[src/rtl/tstamp_pkg.sv]
package tstamp_pkg;

   typedef enum logic {
      DIR_RX = 1'b0,
      DIR_TX = 1'b1
   } frame_dir_e;

   localparam int N_DIR = 2;

endpackage

[src/rtl/tstamp_counter.sv]
module tstamp_counter #(
   parameter int CNT_W = 16
) (
   input  logic             clk,
   input  logic             rst_n,
   input  logic             run,
   input  logic             tick,
   output logic [CNT_W-1:0] count
);

   if (CNT_W < 2) begin : g_bad_w
      $error("tstamp_counter: CNT_W too small");
   end

   always_ff @(posedge clk or negedge rst_n) begin
      if (!rst_n)       count <= '0;
      else if (!run)    count <= '0;
      else if (tick)    count <= count + 1'b1;
   end

   // idle clears the time base
   assert_zero_idle_R1: assert property (@(posedge clk) disable iff (!rst_n)
      !run |=> count == '0);

   // one step per tick, natural wrap
   assert_step_R2: assert property (@(posedge clk) disable iff (!rst_n)
      (run && tick) |=> count == CNT_W'($past(count) + 1'b1));

   assert_hold_R2: assert property (@(posedge clk) disable iff (!rst_n)
      (run && !tick) |=> $stable(count));

endmodule

[src/rtl/tstamp_capture.sv]
module tstamp_capture #(
   parameter int CNT_W = 16
) (
   input  logic             clk,
   input  logic             rst_n,
   input  logic             load,
   input  logic [CNT_W-1:0] cnt_in,
   output logic [CNT_W-1:0] stamp
);

   always_ff @(posedge clk or negedge rst_n) begin
      if (!rst_n)    stamp <= '0;
      else if (load) stamp <= cnt_in;
   end

   assert_load_R3: assert property (@(posedge clk) disable iff (!rst_n)
      load |=> stamp == $past(cnt_in));

   // no load keeps the stamp steady for the frame's data field
   assert_keep_R5: assert property (@(posedge clk) disable iff (!rst_n)
      !load |=> $stable(stamp));

endmodule

[src/rtl/tstamp_inserter.sv]
module tstamp_inserter #(
   parameter int BYTE_W    = 8,
   parameter int DLC_W     = 4,
   parameter int STAMP_DLC = 8,
   parameter int IDX_W     = 3,
   parameter bit PIPE_OUT  = 1'b1
) (
   input  logic              clk,
   input  logic              rst_n,
   input  logic              ins_en,
   input  logic [DLC_W-1:0]  dlc,
   input  logic              in_valid,
   input  logic [IDX_W-1:0]  in_idx,
   input  logic [BYTE_W-1:0] in_byte,
   input  logic [BYTE_W-1:0] stamp_lo,
   input  logic [BYTE_W-1:0] stamp_hi,
   output logic              out_valid,
   output logic [BYTE_W-1:0] out_byte
);

   localparam logic [IDX_W-1:0] LO_IDX   = IDX_W'(STAMP_DLC - 2);
   localparam logic [IDX_W-1:0] HI_IDX   = IDX_W'(STAMP_DLC - 1);
   localparam logic [DLC_W-1:0] FULL_DLC = DLC_W'(STAMP_DLC);

   if (STAMP_DLC < 2 || STAMP_DLC > (1 << IDX_W)) begin : g_bad_len
      $error("tstamp_inserter: STAMP_DLC out of range for IDX_W");
   end

   logic              full_frame;
   logic              take_lo;
   logic              take_hi;
   logic [BYTE_W-1:0] mux_byte;

   always_comb begin
      full_frame = (dlc == FULL_DLC);
      take_lo    = ins_en && full_frame && (in_idx == LO_IDX);
      take_hi    = ins_en && full_frame && (in_idx == HI_IDX);
      if (take_lo)      mux_byte = stamp_lo;
      else if (take_hi) mux_byte = stamp_hi;
      else              mux_byte = in_byte;
   end

   if (PIPE_OUT) begin : g_pipe
      always_ff @(posedge clk or negedge rst_n) begin
         if (!rst_n) begin
            out_valid <= 1'b0;
            out_byte  <= '0;
         end else begin
            out_valid <= in_valid;
            out_byte  <= mux_byte;
         end
      end

      assert_valid_on_R6: assert property (@(posedge clk) disable iff (!rst_n)
         in_valid |=> out_valid);
      assert_valid_off_R6: assert property (@(posedge clk) disable iff (!rst_n)
         !in_valid |=> !out_valid);
      assert_pass_R8: assert property (@(posedge clk) disable iff (!rst_n)
         (in_valid && !ins_en) |=> out_byte == $past(in_byte));
      assert_short_pass_R8: assert property (@(posedge clk) disable iff (!rst_n)
         (in_valid && dlc != FULL_DLC) |=> out_byte == $past(in_byte));
      assert_lo_R7: assert property (@(posedge clk) disable iff (!rst_n)
         (in_valid && ins_en && dlc == FULL_DLC && in_idx == LO_IDX)
         |=> out_byte == $past(stamp_lo));
   end else begin : g_comb
      always_comb begin
         out_valid = in_valid;
         out_byte  = mux_byte;
      end
   end

endmodule

[src/rtl/can_tstamp_unit.sv]
module can_tstamp_unit
   import tstamp_pkg::*;
#(
   parameter int BYTE_W    = 8,
   parameter int CNT_W     = 16,
   parameter int DLC_W     = 4,
   parameter int STAMP_DLC = 8,
   parameter bit PIPE_OUT  = 1'b1,
   localparam int IDX_W    = (STAMP_DLC > 1) ? $clog2(STAMP_DLC) : 1
) (
   input  logic              clk,
   input  logic              rst_n,
   input  logic              tt_en,
   input  logic              bit_tick,
   input  logic              sof_strobe,
   input  logic              frame_is_tx,
   input  logic              gtime_en,
   input  logic [DLC_W-1:0]  dlc,
   input  logic              pay_valid,
   input  logic [IDX_W-1:0]  pay_idx,
   input  logic [BYTE_W-1:0] pay_byte,
   output logic              out_valid,
   output logic [BYTE_W-1:0] out_byte,
   output logic [BYTE_W-1:0] tx_stamp_hi,
   output logic [BYTE_W-1:0] tx_stamp_lo,
   output logic [BYTE_W-1:0] rx_stamp_hi,
   output logic [BYTE_W-1:0] rx_stamp_lo
);

   if (CNT_W != 2 * BYTE_W) begin : g_bad_split
      $error("can_tstamp_unit: stamp must split into two bytes");
   end

   logic [CNT_W-1:0] time_cnt;
   logic [CNT_W-1:0] stamp_q [N_DIR];
   logic [N_DIR-1:0] load_dir;
   logic             ins_en;

   tstamp_counter #(.CNT_W(CNT_W)) u_cnt (
      .clk   (clk),
      .rst_n (rst_n),
      .run   (tt_en),
      .tick  (bit_tick),
      .count (time_cnt)
   );

   for (genvar d = 0; d < N_DIR; d++) begin : g_dir
      assign load_dir[d] = tt_en && sof_strobe && (frame_is_tx == d[0]);
      tstamp_capture #(.CNT_W(CNT_W)) u_cap (
         .clk    (clk),
         .rst_n  (rst_n),
         .load   (load_dir[d]),
         .cnt_in (time_cnt),
         .stamp  (stamp_q[d])
      );
   end

   assign tx_stamp_hi = stamp_q[DIR_TX][CNT_W-1:BYTE_W];
   assign tx_stamp_lo = stamp_q[DIR_TX][BYTE_W-1:0];
   assign rx_stamp_hi = stamp_q[DIR_RX][CNT_W-1:BYTE_W];
   assign rx_stamp_lo = stamp_q[DIR_RX][BYTE_W-1:0];

   assign ins_en = tt_en && gtime_en && frame_is_tx;

   tstamp_inserter #(
      .BYTE_W    (BYTE_W),
      .DLC_W     (DLC_W),
      .STAMP_DLC (STAMP_DLC),
      .IDX_W     (IDX_W),
      .PIPE_OUT  (PIPE_OUT)
   ) u_ins (
      .clk       (clk),
      .rst_n     (rst_n),
      .ins_en    (ins_en),
      .dlc       (dlc),
      .in_valid  (pay_valid),
      .in_idx    (pay_idx),
      .in_byte   (pay_byte),
      .stamp_lo  (stamp_q[DIR_TX][BYTE_W-1:0]),
      .stamp_hi  (stamp_q[DIR_TX][CNT_W-1:BYTE_W]),
      .out_valid (out_valid),
      .out_byte  (out_byte)
   );

   // a capture on one side never disturbs the other
   assert_other_side_R4: assert property (@(posedge clk) disable iff (!rst_n)
      (sof_strobe && frame_is_tx) |=> $stable(stamp_q[DIR_RX]));

   // no capture while the mode is off
   assert_no_cap_off_R5: assert property (@(posedge clk) disable iff (!rst_n)
      !tt_en |=> ($stable(stamp_q[DIR_TX]) && $stable(stamp_q[DIR_RX])));

endmodule

[config.mk]
export PLATFORM = sky130hd
export DESIGN_NAME = can_tstamp_unit
export DESIGN_NICKNAME = d
export VERILOG_FILES = /design/src/rtl/tstamp_pkg.sv /design/src/rtl/tstamp_counter.sv /design/src/rtl/tstamp_capture.sv /design/src/rtl/tstamp_inserter.sv /design/src/rtl/can_tstamp_unit.sv
export SDC_FILE = /design/constraint.sdc
export NUM_CORES = 1
export LEC_CHECK = 0
export BUFFER_PORTS_ARGS = -buffer_cell sky130_fd_sc_hd__buf_2
export CORE_ASPECT_RATIO = 0.9
export CORE_UTILIZATION = 55
export DETAILED_ROUTE_END_ITERATION = 7
export PLACE_DENSITY = 0.9
export SLEW_MARGIN = 30
export SYNTH_ARGS = -nofsm -noshare
export SYNTH_HDL_FRONTEND = slang
export SYNTH_SLANG_ARGS = --single-unit
[constraint.sdc]
create_clock -name clk -period 4.55 [get_ports clk]
set_clock_uncertainty 0.1 [all_clocks]
set_input_delay 0.91 -clock clk [delete_from_list [all_inputs] [get_ports clk]]
set_output_delay 0.91 -clock clk [all_outputs]
set_load 0.05 [all_outputs]
# After elaboration in Yosys (flattened, before gate mapping)
# Cells that the tools add are included.
[classes]
n_mux = 4
eq_ne = 4
n_bitwise = 1
n_addsub = 1
n_reduce_logical = 8
[ops]
columns = ["cell", "count"]
rows = [
  ["16-bit 2-to-1 mux", 2],
  ["16-bit by 1-bit adder with 16-bit output, second input constant", 1],
  ["8-bit 2-to-1 mux", 2],
  ["1-bit logical AND", 8],
  ["3-bit == test, second input constant", 2],
  ["4-bit == test, second input constant", 1],
  ["2-bit by 1-bit != test with 1-bit output, second input constant", 1],
  ["1-bit inverter", 1],
]
[word_totals]
input_bits = 23
wordCells = 23
regBits = 57

# Depth between registers and ports, before layout
[depth]
depth_word = 6
ltp_mapped = 6
ltp_nobuf = 4

# Hierarchy
# Synthesis repeated with hierarchy kept, for this count alone.
[unflattened]
hier_cells = 181
area_unflattened_um2 = 2576.2
[modules_own_cells]
columns = ["module", "area_per_inst_um2", "cells_each", "instances"]
rows = [
  ["tstamp_capture", 649.4, 34, 2],
  ["tstamp_counter", 815.8, 81, 1],
  ["tstamp_inserter", 437.9, 29, 1],
  ["can_tstamp_unit", 23.8, 3, 1],
]

# Least setup slack after synthesis
# No wires, ideal clock.
[synth_timing]
path_kind = "input -> register"
start = "input port tt_en"
end = "register g_dir[1].u_cap.stamp[11]"
setup_time_ps = 125
arrival_ps = 1870
required_time_ps = 4325
slack_ps = 2456
path_stages = 4
cell_sequence = "buf_2 -> nand3_2 -> clkbuf_1 -> mux2_2"
[synth_between]
elab_chain_len = 2
[synth_lines]
columns = ["element", "line", "rtl"]
rows = [
  ["start: declaration", "can_tstamp_unit.sv:13", "input logic tt_en,"],
  ["1-bit logical AND (2 in series)", "can_tstamp_unit.sv:48", "assign load_dir[d] = tt_en && sof_strobe && (frame_is_tx == d[0]);"],
  ["end signal: assignment", "tstamp_capture.sv:13", "else if (load) stamp <= cnt_in;"],
  ["end: declaration", "tstamp_capture.sv:8", "output logic [CNT_W-1:0] stamp"],
]
# Every way passes these cells.
# A chain may end at the register's enable or synchronous reset.

# Final worst setup path
[layout_timing]
start = "input port tt_en"
end = "register g_dir[0].u_cap.stamp[4]"
[layout_between]
elab_chain_len = 2
[layout_lines]
columns = ["element", "line"]
rows = [
  ["1-bit logical AND (2 in series)", "can_tstamp_unit.sv:48"],
  ["end signal: assignment", "tstamp_capture.sv:13"],
  ["end: declaration", "tstamp_capture.sv:8"],
]
# Every way passes these cells.

==> flow_summary_export.csv <==
group,metric,value,unit
drt,ant_nets,0,
clock_network,cts.clk_slew.worst_paths,0.06,ns
sta,finalCriticalPeriod,2.30,ns
logic_synthesis,synth_flop_cell,"dfrtp_1",
logic_synthesis,avgSynthCellArea,12.7,µm²
logic_synthesis,synthTopCellsByArea,"dfrtp_1, mux2_2, mux2i_1, o21ai_0, xnor2_1",
pwr,peakVddDrop,286,µV
status,status,"complete, no violations",
drt,drc_errors,0,
clock_network,cts_sinks,57,
clock_network,root_buffer,"clkbuf_8",
sta,slew_headroom,40.2,%
logic_synthesis,syn-num-nets,219,
pwr,swShare,23.2,%
die,rows,22,
clock_network,cts.repair.resized,0,
worst_setup_path,worstSetupPathType,"in2reg",
die,start_util,59.2,%
logic_synthesis,yosysWarnings,0,
clock_network,cts_buffers,9,
pwr,pwr_density_cell,376,nW/µm²
layout,final_nets,286,
layout,antennaDiodeCount,0,
worst_setup_path,endpoint_kind,"flip-flop",
logic_synthesis,ys_ff_latch,57,
global_route,grt_overflow,0,
layout,areaGrowthSynthToFinish,23.2,%
worst_setup_path,cp_data_required_time,4.67,ns
flow_run,maxCapViolCount,0,
die,num_io_pins,64,
pwr,internal_power,0.000881,W
worst_setup_path,cp.arrival,2.43,ns
logic_synthesis,ys_types,37,
logic_synthesis,yosysMostFrequentCell,"dfrtp_1",
sta,period_share,50.6,%
pwr,p_leak,1.55,nW
clock_network,cts_buffer_depth,2,
place,dp_hpwl,3.39,mm
sta,tns,0,ns
drt,num_vias,1787,
drt,routed_wirelength,5.02,mm
logic_synthesis,yosysTopAreaCell,"dfrtp_1",
global_route,grt_pass1_vias,1725,
drt,drtIter0Drc,71,
logic_synthesis,async_flop_share,100,%
pwr,pwr-share-seq,46.0,%
clock_network,postCtsHoldBufs,0,
logic_synthesis,postSynthCellCount,195,
pwr,pwr-share-comb,8.9,%
die,dieArea,4770,µm²
logic_synthesis,ys_seq_area_share,57.6,%
global_route,antenna_found_initial,0,
sta,rsz0062_at_grt,"false",
sta,worstMarginPinSlew,0.894,ns
drt,first_pass_iters,4,
die,die_height,65.7,µm
place,routabilityCongestion,0.844,
pwr,pwr-share-clk,45.1,%
drt,vias_per_cell,5.50,
layout,n_fill_cell,301,
sta,finalHoldViolCount,0,
layout,design_area,3050,µm²
logic_synthesis,synth-edff-count,0,
logic_synthesis,synth_top_cell_area_share,57.6,%
clock_network,cts_setup_buffers,0,
global_route,grt_max_degree,36,
global_route,grt_pass1_wl,8.43,mm
clock_network,h-tree-depth,3,
pwr,p_sw,0.000266,W
die,die_width,72.7,µm
global_route,grt.total_usage,24.9,%
layout,finalNonFillerCells,325,
layout,drive_gt1_share,43.4,%
die,core_area,4180,µm²
hold_path,worstHoldPathType,"reg2reg",
logic_synthesis,synthesis.area,2480,µm²
place,dp_cells,311,
sta,setup_viol,0,
clock_network,clock_latency,0.34,ns
worst_setup_path,crit_path_start_kind,"input pin",
place,place_area,2830,µm²
place,port_buffers,63,
sta,final_max_slew_viol_count,0,
logic_synthesis,synth_common_cells,"dfrtp_1, mux2_2, o21ai_0, mux2i_1, nand2_1",
drt,wl_per_cell,15.4,µm
worst_setup_path,worstPathMaxFanout,21,
clock_network,cts_tree,"done",
sta,clock.fmax,434,MHz
[cell type report]
type | count | area [µm²] | area share [%]
Timing Repair Buffer | 64 | 323 | 10.6
Clock buffer | 11 | 151 | 4.96
Tap cell | 60 | 75.1 | 2.46
Multi-Input combinational cell | 127 | 998 | 32.7
Sequential cell | 57 | 1430 | 46.8
Clock inverter | 3 | 65.1 | 2.13
Inverter | 3 | 11.3 | 0.369
[cell families after synthesis]
family                     Yosys count  synth area share, %
adders and majority gates            1                0.505
buffers and inverters               11                 2.07
DFF                                 57                 57.6
xor gates and xnor gates             7                 2.48
muxes                               36                 15.9
AOI/OAI and AO/OA                   28                 6.57
and+or+nand+nor                     55                 14.9
[layer usage]
metal	track usage [%]	share of wire, %	up-vias
li1	-	-	833
met1	32.4	46	862
met2	36.6	45	83
met3	7.36	6.9	9
met4	15.7	2.4	0
met5	0	0	-
[metrics by stage]
step,setup WS (ns),util [%],power (W),hold WS [ns]
floorplan,2.46,-,0.000603,0.417
CTS,2.29,72.9,0.00116,0.401
finish,2.25,72.9,0.00115,0.399
global route,2.15,72.9,0.00119,0.428
global placement,2.00,67.7,0.000638,0.377
detailed placement,1.92,67.7,0.000640,0.387
[worst max-delay path, stage by stage]
cell	delay, ns
buf_2	0.30
nand3b_1	0.68
mux2_2	0.53
[sequential cells by signal, indices dropped and copies added, names as in the netlist]
name and count:
u_ins.out_byte 8, g_dir.u_cap.stamp 32, u_ins.out_valid 1, u_cnt.count 16
[power by group through the flow]
stage	combinational, W	clock, W	sequential (W)
2_1_floorplan	0.0000299	0	0.000573
3_3_place_gp	0.000101	0	0.000537
3_5_place_dp	0.000103	0	0.000537
4_1_cts	0.000103	0.000528	0.000528
5_1_grt	0.000111	0.000551	0.000529
6_report	0.000102	0.000517	0.000528
[path summary, 6_finish.rpt]
path                                                          start                                  end  slack, ns  cells after the start
worst max-delay path                                          tt_en  g_dir[0].u_cap.stamp[4]$_DFFE_PN0P_       2.25                      3
worst min-delay path            g_dir[0].u_cap.stamp[7]$_DFFE_PN0P_  g_dir[0].u_cap.stamp[7]$_DFFE_PN0P_       0.40                      2
worst max register to register           u_cnt.count[8]$_DFFE_PN0P_          u_cnt.count[15]$_DFFE_PN0P_       2.70                      4
worst min register to register  g_dir[0].u_cap.stamp[7]$_DFFE_PN0P_  g_dir[0].u_cap.stamp[7]$_DFFE_PN0P_       0.40                      2
max in group asynchronous                                     rst_n           u_cnt.count[7]$_DFFE_PN0P_       3.12                      2
min in group asynchronous                                     rst_n            u_ins.out_valid$_DFF_PN0_       0.43                      1
[cells in the final DEF, fill, tap and decap left out, types with 2 or more instances in the layout]
cell / count
a21boi_0: 6
a21oi_1: 8
and2_1: 8
buf_2: 63
bufinv_16: 2
clkbuf_8: 11
dfrtp_1: 57
inv_1: 3
mux2_2: 26
mux2i_1: 10
nand2_1: 10
nand3_1: 4
nand4_1: 4
nand4_4: 2
nor2_1: 8
o21ai_0: 11
o31ai_1: 2
or3_1: 2
or3_2: 3
or4_1: 2
xnor2_1: 6
(Power assumes the default switching activity.)
